**config.mk**
```make
export PLATFORM = sky130hd
export DESIGN_NAME = uart_regfile
export DESIGN_NICKNAME = d
export VERILOG_FILES = /design/src/rtl/uart_regs_pkg.sv /design/src/rtl/uart_line_status.sv /design/src/rtl/uart_irq_encode.sv /design/src/rtl/uart_regfile.sv
export SDC_FILE = /design/constraint.sdc
export NUM_CORES = 1
export LEC_CHECK = 0
export CAP_MARGIN = 20
export CORE_MARGIN = 5
export CORE_UTILIZATION = 24
export DETAILED_ROUTE_END_ITERATION = 12
export PLACE_DENSITY_LB_ADDON = 0.08
export SLEW_MARGIN = 5
export SYNTH_ARGS = -nofsm -noshare
export SYNTH_HDL_FRONTEND = slang
export SYNTH_SLANG_ARGS = --single-unit
```
**constraint.sdc**
```tcl
create_clock -name clk -period 2.85 [get_ports clk]
set_input_delay 0.57 -clock clk [delete_from_list [all_inputs] [get_ports clk]]
set_output_delay 0.57 -clock clk [all_outputs]
set_load 0.005 [all_outputs]
```
**src/rtl/uart_regs_pkg.sv**
```systemverilog
package uart_regs_pkg;

  localparam int IDX_W   = 3;
  localparam int IDX_LSB = 2;
  localparam int ADDR_W  = IDX_LSB + IDX_W;

  typedef enum logic [IDX_W-1:0] {
    IDX_DATA  = 3'd0,
    IDX_IEN   = 3'd1,
    IDX_IID   = 3'd2,
    IDX_LCTL  = 3'd3,
    IDX_MCTL  = 3'd4,
    IDX_LSTAT = 3'd5,
    IDX_MSTAT = 3'd6,
    IDX_DIVR  = 3'd7
  } reg_idx_e;

  localparam logic [2:0] IID_NONE = 3'b001;
  localparam logic [2:0] IID_LINE = 3'b110;
  localparam logic [2:0] IID_RXD  = 3'b100;
  localparam logic [2:0] IID_TXE  = 3'b010;
  localparam logic [2:0] IID_MDM  = 3'b000;

  typedef struct packed {
    logic       pending;
    logic [2:0] code;
  } irq_sel_t;

  // Fixed four-level priority; lsr is the 7-bit line status vector,
  // ien bit0 rx data, bit1 tx empty, bit2 line error, bit3 modem.
  function automatic irq_sel_t pick_irq(input logic [6:0] lsr,
                                        input logic [3:0] ien,
                                        input logic [3:0] mdelta);
    irq_sel_t s;
    if ((|lsr[4:1]) && ien[2]) begin
      s = '{pending: 1'b1, code: IID_LINE};
    end else if (lsr[0] && ien[0]) begin
      s = '{pending: 1'b1, code: IID_RXD};
    end else if (lsr[5] && ien[1]) begin
      s = '{pending: 1'b1, code: IID_TXE};
    end else if ((|mdelta) && ien[3]) begin
      s = '{pending: 1'b1, code: IID_MDM};
    end else begin
      s = '{pending: 1'b0, code: IID_NONE};
    end
    return s;
  endfunction

endpackage

```
**src/rtl/uart_line_status.sv**
```systemverilog
module uart_line_status #(
  parameter int DW = 8
) (
  input  logic          clk,
  input  logic          rst_n,
  input  logic          rx_valid,
  input  logic [DW-1:0] rx_byte,
  input  logic          err_par,
  input  logic          err_frm,
  input  logic          err_brk,
  input  logic          rd_data,
  input  logic          rd_lsr,
  output logic [DW-1:0] hold,
  output logic [6:0]    lsr
);

  logic          dr_q, oe_q, pe_q, fe_q, bi_q;
  logic [DW-1:0] hold_q;
  logic          overrun_evt;

  assign overrun_evt = rx_valid && dr_q && !rd_data;

  always_ff @(posedge clk) begin
    if (!rst_n) begin
      dr_q   <= 1'b0;
      oe_q   <= 1'b0;
      pe_q   <= 1'b0;
      fe_q   <= 1'b0;
      bi_q   <= 1'b0;
      hold_q <= '0;
    end else begin
      if (rx_valid) begin
        hold_q <= rx_byte;
        dr_q   <= 1'b1;
      end else if (rd_data) begin
        dr_q   <= 1'b0;
      end
      if (overrun_evt)  oe_q <= 1'b1;
      else if (rd_lsr)  oe_q <= 1'b0;
      if (err_par)      pe_q <= 1'b1;
      else if (rd_lsr)  pe_q <= 1'b0;
      if (err_frm)      fe_q <= 1'b1;
      else if (rd_lsr)  fe_q <= 1'b0;
      if (err_brk)      bi_q <= 1'b1;
      else if (rd_lsr)  bi_q <= 1'b0;
    end
  end

  // Transmission completes at once, so both empty flags stay high.
  assign lsr  = {1'b1, 1'b1, bi_q, fe_q, pe_q, oe_q, dr_q};
  assign hold = hold_q;

  AST_RX_SETS_READY: assert property (@(posedge clk) disable iff (!rst_n)
    rx_valid |=> lsr[0]);
  AST_READ_CLEARS_DR: assert property (@(posedge clk) disable iff (!rst_n)
    (rd_data && !rx_valid) |=> !lsr[0]);
  AST_OVERRUN_FLAG: assert property (@(posedge clk) disable iff (!rst_n)
    overrun_evt |=> (lsr[1] && lsr[0]));
  AST_NO_SPURIOUS_OVERRUN: assert property (@(posedge clk) disable iff (!rst_n)
    (!lsr[1] && !overrun_evt) |=> !lsr[1]);
  AST_LSR_READ_CLEARS: assert property (@(posedge clk) disable iff (!rst_n)
    (rd_lsr && !overrun_evt && !err_par && !err_frm && !err_brk)
      |=> (lsr[4:1] == 4'b0000));

endmodule

```
**src/rtl/uart_irq_encode.sv**
```systemverilog
module uart_irq_encode
  import uart_regs_pkg::*;
(
  input  logic       clk,
  input  logic       rst_n,
  input  logic [6:0] lsr,
  input  logic [3:0] ien,
  input  logic [3:0] mdelta,
  output logic       irq,
  output logic [2:0] iid
);

  irq_sel_t nxt;
  logic     irq_q;
  logic [2:0] iid_q;
  logic     unused_lsr;

  assign nxt        = pick_irq(lsr, ien, mdelta);
  assign unused_lsr = lsr[6];

  always_ff @(posedge clk) begin
    if (!rst_n) begin
      irq_q <= 1'b0;
      iid_q <= IID_NONE;
    end else begin
      irq_q <= nxt.pending;
      iid_q <= nxt.code;
    end
  end

  assign irq = irq_q;
  assign iid = iid_q;

  AST_LINE_ERR_TOP: assert property (@(posedge clk) disable iff (!rst_n)
    ((|lsr[4:1]) && ien[2]) |=> (irq && iid == IID_LINE));
  AST_QUIET_WHEN_MASKED: assert property (@(posedge clk) disable iff (!rst_n)
    (ien == 4'b0000) |=> (!irq && iid == IID_NONE));
  AST_TX_EMPTY_RAISES: assert property (@(posedge clk) disable iff (!rst_n)
    (lsr[5] && ien[1]) |=> irq);

endmodule

```
**src/rtl/uart_regfile.sv**
```systemverilog
module uart_regfile
  import uart_regs_pkg::*;
#(
  parameter int BUS_W = 32,
  parameter int DW    = 8,
  parameter int DIV_W = 16
) (
  input  logic              clk,
  input  logic              rst_n,
  input  logic              bus_sel,
  input  logic              bus_we,
  input  logic [ADDR_W-1:0] bus_addr,
  input  logic [BUS_W-1:0]  bus_wdata,
  output logic [BUS_W-1:0]  bus_rdata,
  input  logic              rx_valid,
  input  logic [DW-1:0]     rx_byte,
  output logic              rx_ready,
  input  logic              err_parity,
  input  logic              err_framing,
  input  logic              err_break,
  input  logic [7:0]        msr_in,
  output logic              tx_valid,
  output logic [DW-1:0]     tx_byte,
  output logic [6:0]        lcr_out,
  output logic [1:0]        mcr_out,
  output logic [DIV_W-1:0]  div_out,
  output logic              irq
);

  reg_idx_e      idx;
  logic          rd, wr;
  logic          rd_data_evt, rd_lsr_evt, wr_data_evt;
  logic [3:0]    ien_q;
  logic [6:0]    lcr_q;
  logic [1:0]    mcr_q;
  logic [DIV_W-1:0] div_q;
  logic          tx_valid_q;
  logic [DW-1:0] tx_byte_q;
  logic [DW-1:0] hold;
  logic [6:0]    lsr;
  logic [2:0]    iid;
  logic          unused_bits;

  assign idx         = reg_idx_e'(bus_addr[IDX_LSB +: IDX_W]);
  assign rd          = bus_sel && !bus_we;
  assign wr          = bus_sel && bus_we;
  assign rd_data_evt = rd && (idx == IDX_DATA);
  assign rd_lsr_evt  = rd && (idx == IDX_LSTAT);
  assign wr_data_evt = wr && (idx == IDX_DATA);
  assign unused_bits = ^{bus_addr[IDX_LSB-1:0], bus_wdata[BUS_W-1:DIV_W]};

  always_ff @(posedge clk) begin
    if (!rst_n) begin
      ien_q      <= '0;
      lcr_q      <= '0;
      mcr_q      <= '0;
      div_q      <= '0;
      tx_valid_q <= 1'b0;
      tx_byte_q  <= '0;
    end else begin
      tx_valid_q <= wr_data_evt;
      if (wr_data_evt) tx_byte_q <= bus_wdata[DW-1:0];
      if (wr) begin
        case (idx)
          IDX_IEN:  ien_q <= bus_wdata[3:0];
          IDX_LCTL: lcr_q <= bus_wdata[6:0];
          IDX_MCTL: mcr_q <= bus_wdata[1:0];
          IDX_DIVR: div_q <= bus_wdata[DIV_W-1:0];
          default:  ;
        endcase
      end
    end
  end

  always_comb begin
    bus_rdata = '0;
    if (rd) begin
      case (idx)
        IDX_DATA:  bus_rdata[DW-1:0] = hold;
        IDX_IID:   bus_rdata[2:0]    = iid;
        IDX_LSTAT: bus_rdata[6:0]    = lsr;
        IDX_MSTAT: bus_rdata[7:0]    = msr_in;
        default:   bus_rdata         = '0;
      endcase
    end
  end

  uart_line_status #(.DW(DW)) u_lsr (
    .clk      (clk),
    .rst_n    (rst_n),
    .rx_valid (rx_valid),
    .rx_byte  (rx_byte),
    .err_par  (err_parity),
    .err_frm  (err_framing),
    .err_brk  (err_break),
    .rd_data  (rd_data_evt),
    .rd_lsr   (rd_lsr_evt),
    .hold     (hold),
    .lsr      (lsr)
  );

  uart_irq_encode u_irq (
    .clk    (clk),
    .rst_n  (rst_n),
    .lsr    (lsr),
    .ien    (ien_q),
    .mdelta (msr_in[3:0]),
    .irq    (irq),
    .iid    (iid)
  );

  assign rx_ready = !lsr[0];
  assign tx_valid = tx_valid_q;
  assign tx_byte  = tx_byte_q;
  assign lcr_out  = lcr_q;
  assign mcr_out  = mcr_q;
  assign div_out  = div_q;

  AST_TX_PULSE: assert property (@(posedge clk) disable iff (!rst_n)
    wr_data_evt |=> (tx_valid && tx_byte == $past(bus_wdata[DW-1:0])));
  AST_TX_ONLY_ON_WRITE: assert property (@(posedge clk) disable iff (!rst_n)
    !wr_data_evt |=> !tx_valid);
  AST_WO_READS_ZERO: assert property (@(posedge clk) disable iff (!rst_n)
    (rd && (idx == IDX_IEN || idx == IDX_LCTL || idx == IDX_MCTL || idx == IDX_DIVR))
      |-> (bus_rdata == '0));
  AST_RO_WRITE_IGNORED: assert property (@(posedge clk) disable iff (!rst_n)
    (wr && (idx == IDX_IID || idx == IDX_LSTAT || idx == IDX_MSTAT))
      |=> ($stable(ien_q) && $stable(lcr_q) && $stable(mcr_q) && $stable(div_q)));
  AST_READY_DROPS_ON_RX: assert property (@(posedge clk) disable iff (!rst_n)
    rx_valid |=> !rx_ready);

endmodule

```
==> metrics.sh, run 1 <==
NUM_ANTENNA_CELLS=0
YOSYS-MUX-AREA-FRACTION_PCT=4.231
CTS_TREE='built'
FINAL-MAX-SLEW-VIOLATION-COUNT=0
CRITPATHSLOWESTCELL='sky130_fd_sc_hd__clkdlybuf4s50_1'
UTILIZATION_PCT=34.43
CPLARGESTDELAYFAMILY='buffers and inverters'
DIE_X_UM=115.9
SYNTH.YOSYS.WARNINGS=0
PLACE.DETAILED.HPWL_UM=6097
DOMINANT_COMBINATIONAL_CELL_FAMILY_BY_AREA_AFTER_SYNTHESIS='compound AO/OA/AOI/OAI gates'
DRIVE_ABOVE_1_SHARE_PCT=8.312
GP_ROUTABILITY_CONGESTION=0.7806
AREA_GROWTH_PCT=39.89
SETUP_REPAIR_AFTER_GLOBAL_ROUTING_MISSED_ITS_MARGIN='no'
WIRE_LENGTH_OF_THE_FIRST_GLOBAL_ROUTING_PASS_UM=13000
HTREE_LEVELS=2
R2R_CELLS=3
POWER_PER_CELL_AREA_nW_PER_UM2=437.0
DIE_AREA_UM2=13430
LAYOUT_MIN_CYCLE_TIME_NS=2.752
TIMING.FINAL.SETUP_VIOLATIONS=0
CRITICAL_PATH_CELL_BY_CELL='clkdlybuf4s50_1 > buf_4 > nor3_4 > nand2_1 > a21oi_1 > clkdlybuf4s50_1'
IO-PIN-COUNT=129
GRT_PASS1_VIAS=2406
CTS_HOLD_BUFFERS=0
START_UTIL_PCT=24.61
REPORT.FINAL.HOLD_VIOL_COUNT=0
DP_CELLS=529
POWER_LEAKAGE_uW=0.001408
POST_SYNTH_INSTANCE_AREA_UM2=2691
ROUTE.VIAS.TOTAL=2432
CRITPATHARRIVALTIME_NS=2.18
YOSYS.AREA_SHARE.SIMPLE_PCT=17.99
TIMING.CRITICAL_PATH.FANOUT_MAX=9
RELSLEWSLACK_PCT=58.77
OUTCOME='finished, final reports clean'
CLK_LATENCY_NS=0.29
ITERATION_COUNT_OF_THE_INITIAL_DETAILED_ROUTING_PASS=4
PATH_BUF_INV=3
SYNTH-SEQ-AREA-SHARE_PCT=40.91
WORST_SLEW_PIN_SLEW_NS=0.6185
GRT_START_MAX_NET_PINS=29
FMAX_GHz=0.3634
PLACEMENT_ROWS=38
FP.COREAREA_UM2=10940
DRT_ITER0_MARKERS=93
OVERFLOW=0
WORST_PATH_LARGEST_CELL_DELAY_NS=0.51
AVGVIACOUNTPERCELL=4.529
CLOCK_SKEW_NS=0.004601
CTS_INSERTED_BUFFERS=5
DIE_Y_UM=115.9
CTS_NUM_SINKS=55
STDCELL_COUNT=537
SYNTH_TOP_CELLS_BY_COUNT='55 x sky130_fd_sc_hd__dfxtp_1, 47 x sky130_fd_sc_hd__a21oi_1, 40 x sky130_fd_sc_hd__o21ai_0, 38 x sky130_fd_sc_hd__nand3_1, 32 x sky130_fd_sc_hd__buf_4'
MAX_CAP_VIOL_COUNT=0
POST-SYNTH-TOP-AREA-CELL='sky130_fd_sc_hd__dfxtp_1'
COMPOUND_CELL_AREA_SHARE_OF_THE_YOSYS_NETLIST_PCT=22.27
TIMING.CRITICAL_PATH.REQUIRED_NS=2.28
SETUP.WORST_PATH.START_CLASS='input port'
SYN-INSTANCE-COUNT=319
SYNTHDOMINANTCELLAREASHARE_PCT=40.91
WORST_HOLD_PATH.NUM_CELLS=2
FINAL.PERIOD_UTILIZATION_PCT=96.56
ENDPOINT_KIND='output port'
SYNTH-EDFF-COUNT=0
POST-SYNTH-TOP-COUNT-CELL='sky130_fd_sc_hd__dfxtp_1'
PROPORTION_OF_SYNTHESIZED_FLIP_FLOPS_HAVING_ASYNCHRONOUS_SET_OR_RESET_PCT=0
TIMING.HOLD.WORST.CLASS='flop to flop'
POST-ROUTE-DRC-COUNT=0
SYNTH.AREA.TOP_CELLS='sky130_fd_sc_hd__dfxtp_1 41%, sky130_fd_sc_hd__buf_4 8.9%, sky130_fd_sc_hd__a21oi_1 8.7%'
YS_FF_LATCH=55
SYNTH_FA_HA_AREA_SHARE_PCT=0
POST_CTS.REPAIR.SETUP_BUFFERS=0
SYNTH_AREA_PER_CELL_UM2=8.437
GR-USAGE-ALL-LAYERS_PCT=12.35
INITIAL_ANTENNA_VIOLATION_COUNT=0
WORST_SETUP_HOLD_PATH_CLK_SLEW_NS=0.07
NFILLCELLS=1184
CRITICAL_SETUP_PATH_CLASS='input port to output port'
SYNTH_XOR_XNOR_AREA_SHARE_PCT=0.3254
CLK_ROOT_BUFFER_CELL='sky130_fd_sc_hd__clkbuf_16'
CTS-ROOT-TO-SINK-BUFFERS=2
IR_WORST_VDD_V=0.0002347
NETLIST-CELL-TYPE-COUNT=40
FIN_NETS=457
WL_UM=8476
SYNTH_TOP_FLOP_CELL='sky130_fd_sc_hd__dfxtp_1'
CRITICAL-PATH-TOP-CELL-BY-COUNT='sky130_fd_sc_hd__clkdlybuf4s50_1'
CRIT_CELLS=6
DRTANTENNAVIOLNETS=0
ROUTED_WIRE_LENGTH_PER_INSTANCE_UM=15.78
NUMPORTBUFFERS=86
-- report_power, final --
group	internal, µW	switching (µW)	total (µW)
Combinational	118	120	238
Clock	325	281	606
Sequential	787	13.9	801
-- flip-flops by register name (all words and copies together), names as in the netlist, 2 cells and up --
signal / flops
tx_byte: 8
u_lsr.hold: 8
lcr_out: 7
ien_q: 4
u_irq.iid: 3
div_out: 16
mcr_out: 2
-- placed cells by master (no fill, tap or decap), drive strengths merged, types with 4 or more instances in the layout --
master	count
clkdlybuf4s50	82
dfxtp	55
a21oi	47
o21ai	44
nand3	38
conb	24
buf	15
and3b	13
nand2	11
nor2	9
mux2i	8
inv	6
o31ai	6
clkbuf	5
nand2b	4
-- per-layer routing --
| metal | vias up | share of wire, % | global-route usage (%) |
|---|---|---|---|
| met2 | 78 | 45 | 19.18 |
| li1 | 1228 | - | - |
| met4 | 0 | 0.59 | 2.784 |
| met3 | 4 | 9.8 | 4.491 |
| met1 | 1122 | 44 | 16.47 |
| met5 | - | 0 | 0 |
-- cell families (layout without fill, tap and decap cells) --
| family | count (synthesis) | count (layout) |
|---|---|---|
| AOI/OAI and AO/OA | 105 | 105 |
| xor gates and xnor gates | 1 | 1 |
| buffers and inverters | 60 | 115 |
| DFF | 55 | 55 |
| muxes | 11 | 11 |
| other | 1 | 24 |
| and+or+nand+nor | 86 | 86 |
-- worst reg2reg max path, cell delays in order, from the launching register on --
cell,delay [ns]
sky130_fd_sc_hd__dfxtp_1,0.35
sky130_fd_sc_hd__o41ai_4,0.46
sky130_fd_sc_hd__nand2_2,0.09
sky130_fd_sc_hd__o31a_1,0.28
-- path summary, 6_finish.rpt --
kind	from	end	slack, ns
worst max-delay path	bus_addr[4]	bus_rdata[4]	0.1
worst min-delay path	div_out[8]$_SDFFE_PN0P_	div_out[8]$_SDFFE_PN0P_	0.48
worst max register to register	u_lsr.pe_q$_SDFFE_PN0P_	u_irq.irq$_SDFF_PN0_	1.57
worst min register to register	div_out[8]$_SDFFE_PN0P_	div_out[8]$_SDFFE_PN0P_	0.48
-- per-stage QoR --
stage               cell area, µm²  TNS (ns)  hold slack, ns  total power [µW]  setup slack (ns)
global route                  3765         0          0.5012              1724           0.02343
detailed placement            3606  -0.05537          0.4670              1059          -0.02912
floorplan                     2778         0          0.4517             954.8            0.9522
finish                        3765         0          0.4776              1645           0.09815
global placement              3606         0          0.4602              1058          0.002319
CTS                           3749         0          0.4781              1670           0.01661
-- what timing repair did --
action                                  CTS  global route
endpoints found under the setup margin    2             4
pin swaps                                 0             0
endpoints found under the hold margin     0             0
resized for setup                         2             4
-- layout make-up --
type / count / area (µm²) / area share, %
clock buffers: 5 / 125.1 / 3.323
clock inverters: 3 / 20.02 / 0.5317
inverters: 6 / 22.52 / 0.5982
multi-input cells: 227 / 1308 / 34.73
flip-flops and latches: 55 / 1101 / 29.25
well taps: 140 / 175.2 / 4.653
repair buffers: 101 / 1013 / 26.92
No activity file was read; power rests on OpenSTA's default activity.
==> inputs of run 2 (changes only) <==
Settings changed: DONT_BUFFER_PORTS from default to 1, SYNTH_HIERARCHICAL from default to 1, TNS_END_PERCENT from default to 100.
==> run 2 against run 1 <==
Worst setup slack better by 0.76 ns. Maximum frequency grew 38%. Clock power is 7.9% lower. Non-clock buffer count shrank 98. Sequential share of layout area up 11 points. Die area down 1.3%. Largest power group unchanged. Global-route usage fell by 2.2 points. Critical endpoint is now bus_rdata[6].
==> metrics.sh, run 2 <==
CRITICAL_SETUP_PATH_CLASS='input port to output port'
DP_SLACK_NS=0.8601  # +0.8892 ns
DIE_AREA_UM2=13250  # -1.3%
SETUP.REG_TO_REG.WORST_SLACK_NS=1.62  # +0.05 ns
DP_CELLS=406  # -23%
CLK_LATENCY_NS=0.32  # +0.03 ns
DOMINANT_COMBINATIONAL_CELL_FAMILY_BY_AREA_AFTER_SYNTHESIS='simple AND/OR/NAND/NOR gates'
DRTANTENNAVIOLNETS=0  # unchanged
ITERATION_COUNT_OF_THE_INITIAL_DETAILED_ROUTING_PASS=4  # unchanged
CTS-ROOT-TO-SINK-BUFFERS=2  # unchanged
POSTPLACECELLAREA_UM2=2618  # -27%
FINAL.PERIOD_UTILIZATION_PCT=69.85  # -27 points
WORST_SETUP_HOLD_PATH_CLK_SLEW_NS=0.11  # +0.04 ns
NUM_ANTENNA_CELLS=0  # unchanged
MOST_COMMON_CELL_AFTER_LAYOUT_FILL_AND_TAPS_ASIDE='sky130_fd_sc_hd__nand2_1'
INITIAL_ANTENNA_VIOLATION_COUNT=0  # unchanged
ENDPOINT_KIND='output port'
PROPORTION_OF_SYNTHESIZED_FLIP_FLOPS_HAVING_ASYNCHRONOUS_SET_OR_RESET_PCT=0  # unchanged
CTS_INSERTED_BUFFERS=5  # unchanged
TIMING.CRITICAL_PATH.REQUIRED_NS=2.28  # about the same
MAX_REG_FLOPS=16  # unchanged
CLOCK_SKEW_NS=0.002420  # -0.002181 ns
TIMING.CRITICAL_PATH.FANOUT_MAX=7  # -2
NFILLCELLS=1178  # -0.51%
POWER_LEAKAGE_uW=0.001073  # -24%
OUTCOME='finished, final reports clean'
GRT_START_MAX_NET_PINS=73  # +150%
TIMING.FINAL.SETUP_VIOLATIONS=0  # unchanged
FINAL.SETUP.WORST_SLACK_NS=0.8593  # +0.7611 ns
COMPOUND_CELL_AREA_SHARE_OF_THE_YOSYS_NETLIST_PCT=6.321  # -16 points
SETUP.WORST_PATH.START_CLASS='input port'
DRIVE_ABOVE_1_SHARE_PCT=7.299  # -1.0 points
DIE_Y_UM=115.1  # -0.66%
HTREE_LEVELS=2  # unchanged
YOSYS.AREA_SHARE.SIMPLE_PCT=20.66  # +2.7 points
SEQCELLAREA_UM2=1101  # unchanged
IR_WORST_VDD_V=0.0001891  # -19%
POST_SYNTH_INSTANCE_AREA_UM2=2653  # -1.4%
START_UTIL_PCT=24.47  # -0.14 points
GR-USAGE-ALL-LAYERS_PCT=10.16  # -2.2 points
CRITPATHARRIVALTIME_NS=1.42  # -0.76 ns
LAYOUT_MIN_CYCLE_TIME_NS=1.991  # -0.7611 ns
R2R_CELLS=3  # unchanged
CTS_HOLD_BUFFERS=0  # unchanged
SYNTH_TOP_FLOP_CELL='sky130_fd_sc_hd__dfxtp_1'
FMAX_GHz=0.5023  # +38%
PLACE.DETAILED.HPWL_UM=4702  # -23%
SYNTH-EDFF-COUNT=0  # unchanged
CTS_TREE='built'
POWER_PER_CELL_AREA_nW_PER_UM2=527.6  # +21%
SETUP_TOTAL_NEGATIVE_SLACK_NS=0  # unchanged
CTS_NUM_SINKS=55  # unchanged
SYNTH_TOP_CELLS_BY_COUNT='66 x sky130_fd_sc_hd__nand2_1, 55 x sky130_fd_sc_hd__dfxtp_1, 47 x sky130_fd_sc_hd__mux2i_1, 33 x sky130_fd_sc_hd__buf_4, 15 x sky130_fd_sc_hd__nor2b_1'
YOSYS-MUX-AREA-FRACTION_PCT=18.16  # +14 points
POST-ROUTE-CELL-AREA_UM2=2734  # -27%
ROUTED_WIRE_LENGTH_PER_INSTANCE_UM=16.28  # +3.2%
WORST_HOLD_PATH.NUM_CELLS=1  # -1
MAX_CAP_VIOL_COUNT=0  # unchanged
YS_FF_LATCH=55  # unchanged
SYNTH.AREA.TOP_CELLS='sky130_fd_sc_hd__dfxtp_1 42%, sky130_fd_sc_hd__mux2i_1 18%, sky130_fd_sc_hd__buf_4 9.3%'
SYN-INSTANCE-COUNT=288  # -9.7%
NUMPORTBUFFERS=0  # -100%
POST_CTS_RESIZE_COUNT=0  # -2
TIMING.HOLD.WORST.CLASS='input port to flop'
POST-SYNTH-TOP-COUNT-CELL='sky130_fd_sc_hd__nand2_1'
SYNTH_XOR_XNOR_AREA_SHARE_PCT=0.3302  # +0.0048 points
POST-SYNTH-TOP-AREA-CELL='sky130_fd_sc_hd__dfxtp_1'
IO-PIN-COUNT=129  # unchanged
REPORT.FINAL.HOLD_VIOL_COUNT=0  # unchanged
FINAL-MAX-SLEW-VIOLATION-COUNT=0  # unchanged
POST_CTS.REPAIR.SETUP_BUFFERS=0  # unchanged
POST-ROUTE-DRC-COUNT=0  # unchanged
AREA_GROWTH_PCT=3.066
MULTIINPUTGATEAREA_UM2=1315  # +0.57%
OVERFLOW=0  # unchanged
FIN_NETS=334  # -27%
WIRE_LENGTH_OF_THE_FIRST_GLOBAL_ROUTING_PASS_UM=10310  # -21%
SYNTH.YOSYS.WARNINGS=6  # +6
FP.COREAREA_UM2=10840  # -0.87%
AVGVIACOUNTPERCELL=4.302  # -5.0%
CLK_ROOT_BUFFER_CELL='sky130_fd_sc_hd__clkbuf_8'
SYNTH_FA_HA_AREA_SHARE_PCT=0  # unchanged
DRT_ITER0_MARKERS=46  # -51%
PLACEMENT_ROWS=38  # unchanged
NETLIST-CELL-TYPE-COUNT=39  # -2.5%
GRT_PASS1_VIAS=1808  # -25%
SYNTH_AREA_PER_CELL_UM2=9.210  # +9.2%
ROUTE.VIAS.TOTAL=1781  # -27%
SYNTH-SEQ-AREA-SHARE_PCT=41.51  # +0.60 points
DIE_X_UM=115.1  # -0.66%
POST-LAYOUT-TOTAL-POWER_uW=1442  # -12%
SETUP_REPAIR_AFTER_GLOBAL_ROUTING_MISSED_ITS_MARGIN='no'
MOSTFREQUENTLAYOUTCELLS='66 x sky130_fd_sc_hd__nand2_1, 55 x sky130_fd_sc_hd__dfxtp_1, 47 x sky130_fd_sc_hd__mux2i_1, 26 x sky130_fd_sc_hd__conb_1, 15 x sky130_fd_sc_hd__nor2b_1'
GP_ROUTABILITY_CONGESTION=0.6815  # -13%
STDCELL_COUNT=414  # -23%
SYNTHDOMINANTCELLAREASHARE_PCT=41.51  # +0.60 points
WL_UM=6741  # -20%
[run 2: path summary, 6_finish.rpt]
check                                  to                    start
setup / recovery             bus_rdata[6]                   bus_we
hold / removal    u_irq/iid[0]$_SDFF_PN1_                    rst_n
setup reg to reg     u_irq/irq$_SDFF_PN0_  u_lsr/pe_q$_SDFFE_PN0P_
hold reg to reg     ien_q[0]$_SDFFE_PN0P_    ien_q[0]$_SDFFE_PN0P_
[run 2: report_power, final]
part,internal [µW],switching (µW)
Combinational,39.7,42.9
Sequential,788,14.4
Clock,267,290
Total,1090,348
[run 2: cell type report]
cell class              count  share of cell area (%)
multi-input cells         207                   48.10
flip-flops and latches     55                   40.27
well taps                 140                   6.407
clock buffers               5                   2.517
clock inverters             3                   1.739
repair buffers              3                  0.8238
inverters                   1                  0.1373
[run 2: cell families (layout without fill, tap and decap cells)]
family | Yosys count | count (layout)
DFF | 55 | 55
other | 2 | 26
AOI/OAI and AO/OA | 22 | 22
buffers and inverters | 50 | 12
xor gates and xnor gates | 1 | 1
and+or+nand+nor | 110 | 110
muxes | 48 | 48
[run 2: worst max-delay path, stage by stage]
cell                       delay [ns]
sky130_fd_sc_hd__nand2b_1        0.27
sky130_fd_sc_hd__a211o_1         0.34
sky130_fd_sc_hd__a31oi_1         0.23
[run 2: metal layers]
| layer | wire (µm) | track usage [%] |
|---|---|---|
| met1 | 2923 | 13.08 |
| met2 | 2982 | 15.55 |
| met3 | 756 | 4.421 |
| met4 | 80 | 2.817 |
| met5 | 0 | 0 |
[run 2: per-stage QoR]
stage / hold slack (ns) / util (%)
final: 0.3649 / 25.22
after global routing: 0.3394 / 25.22
after CTS: 0.3138 / 25.22
after detailed placement: 0.4666 / 24.15
after global placement: 0.4617 / 24.15
after floorplan: 0.4348 / -
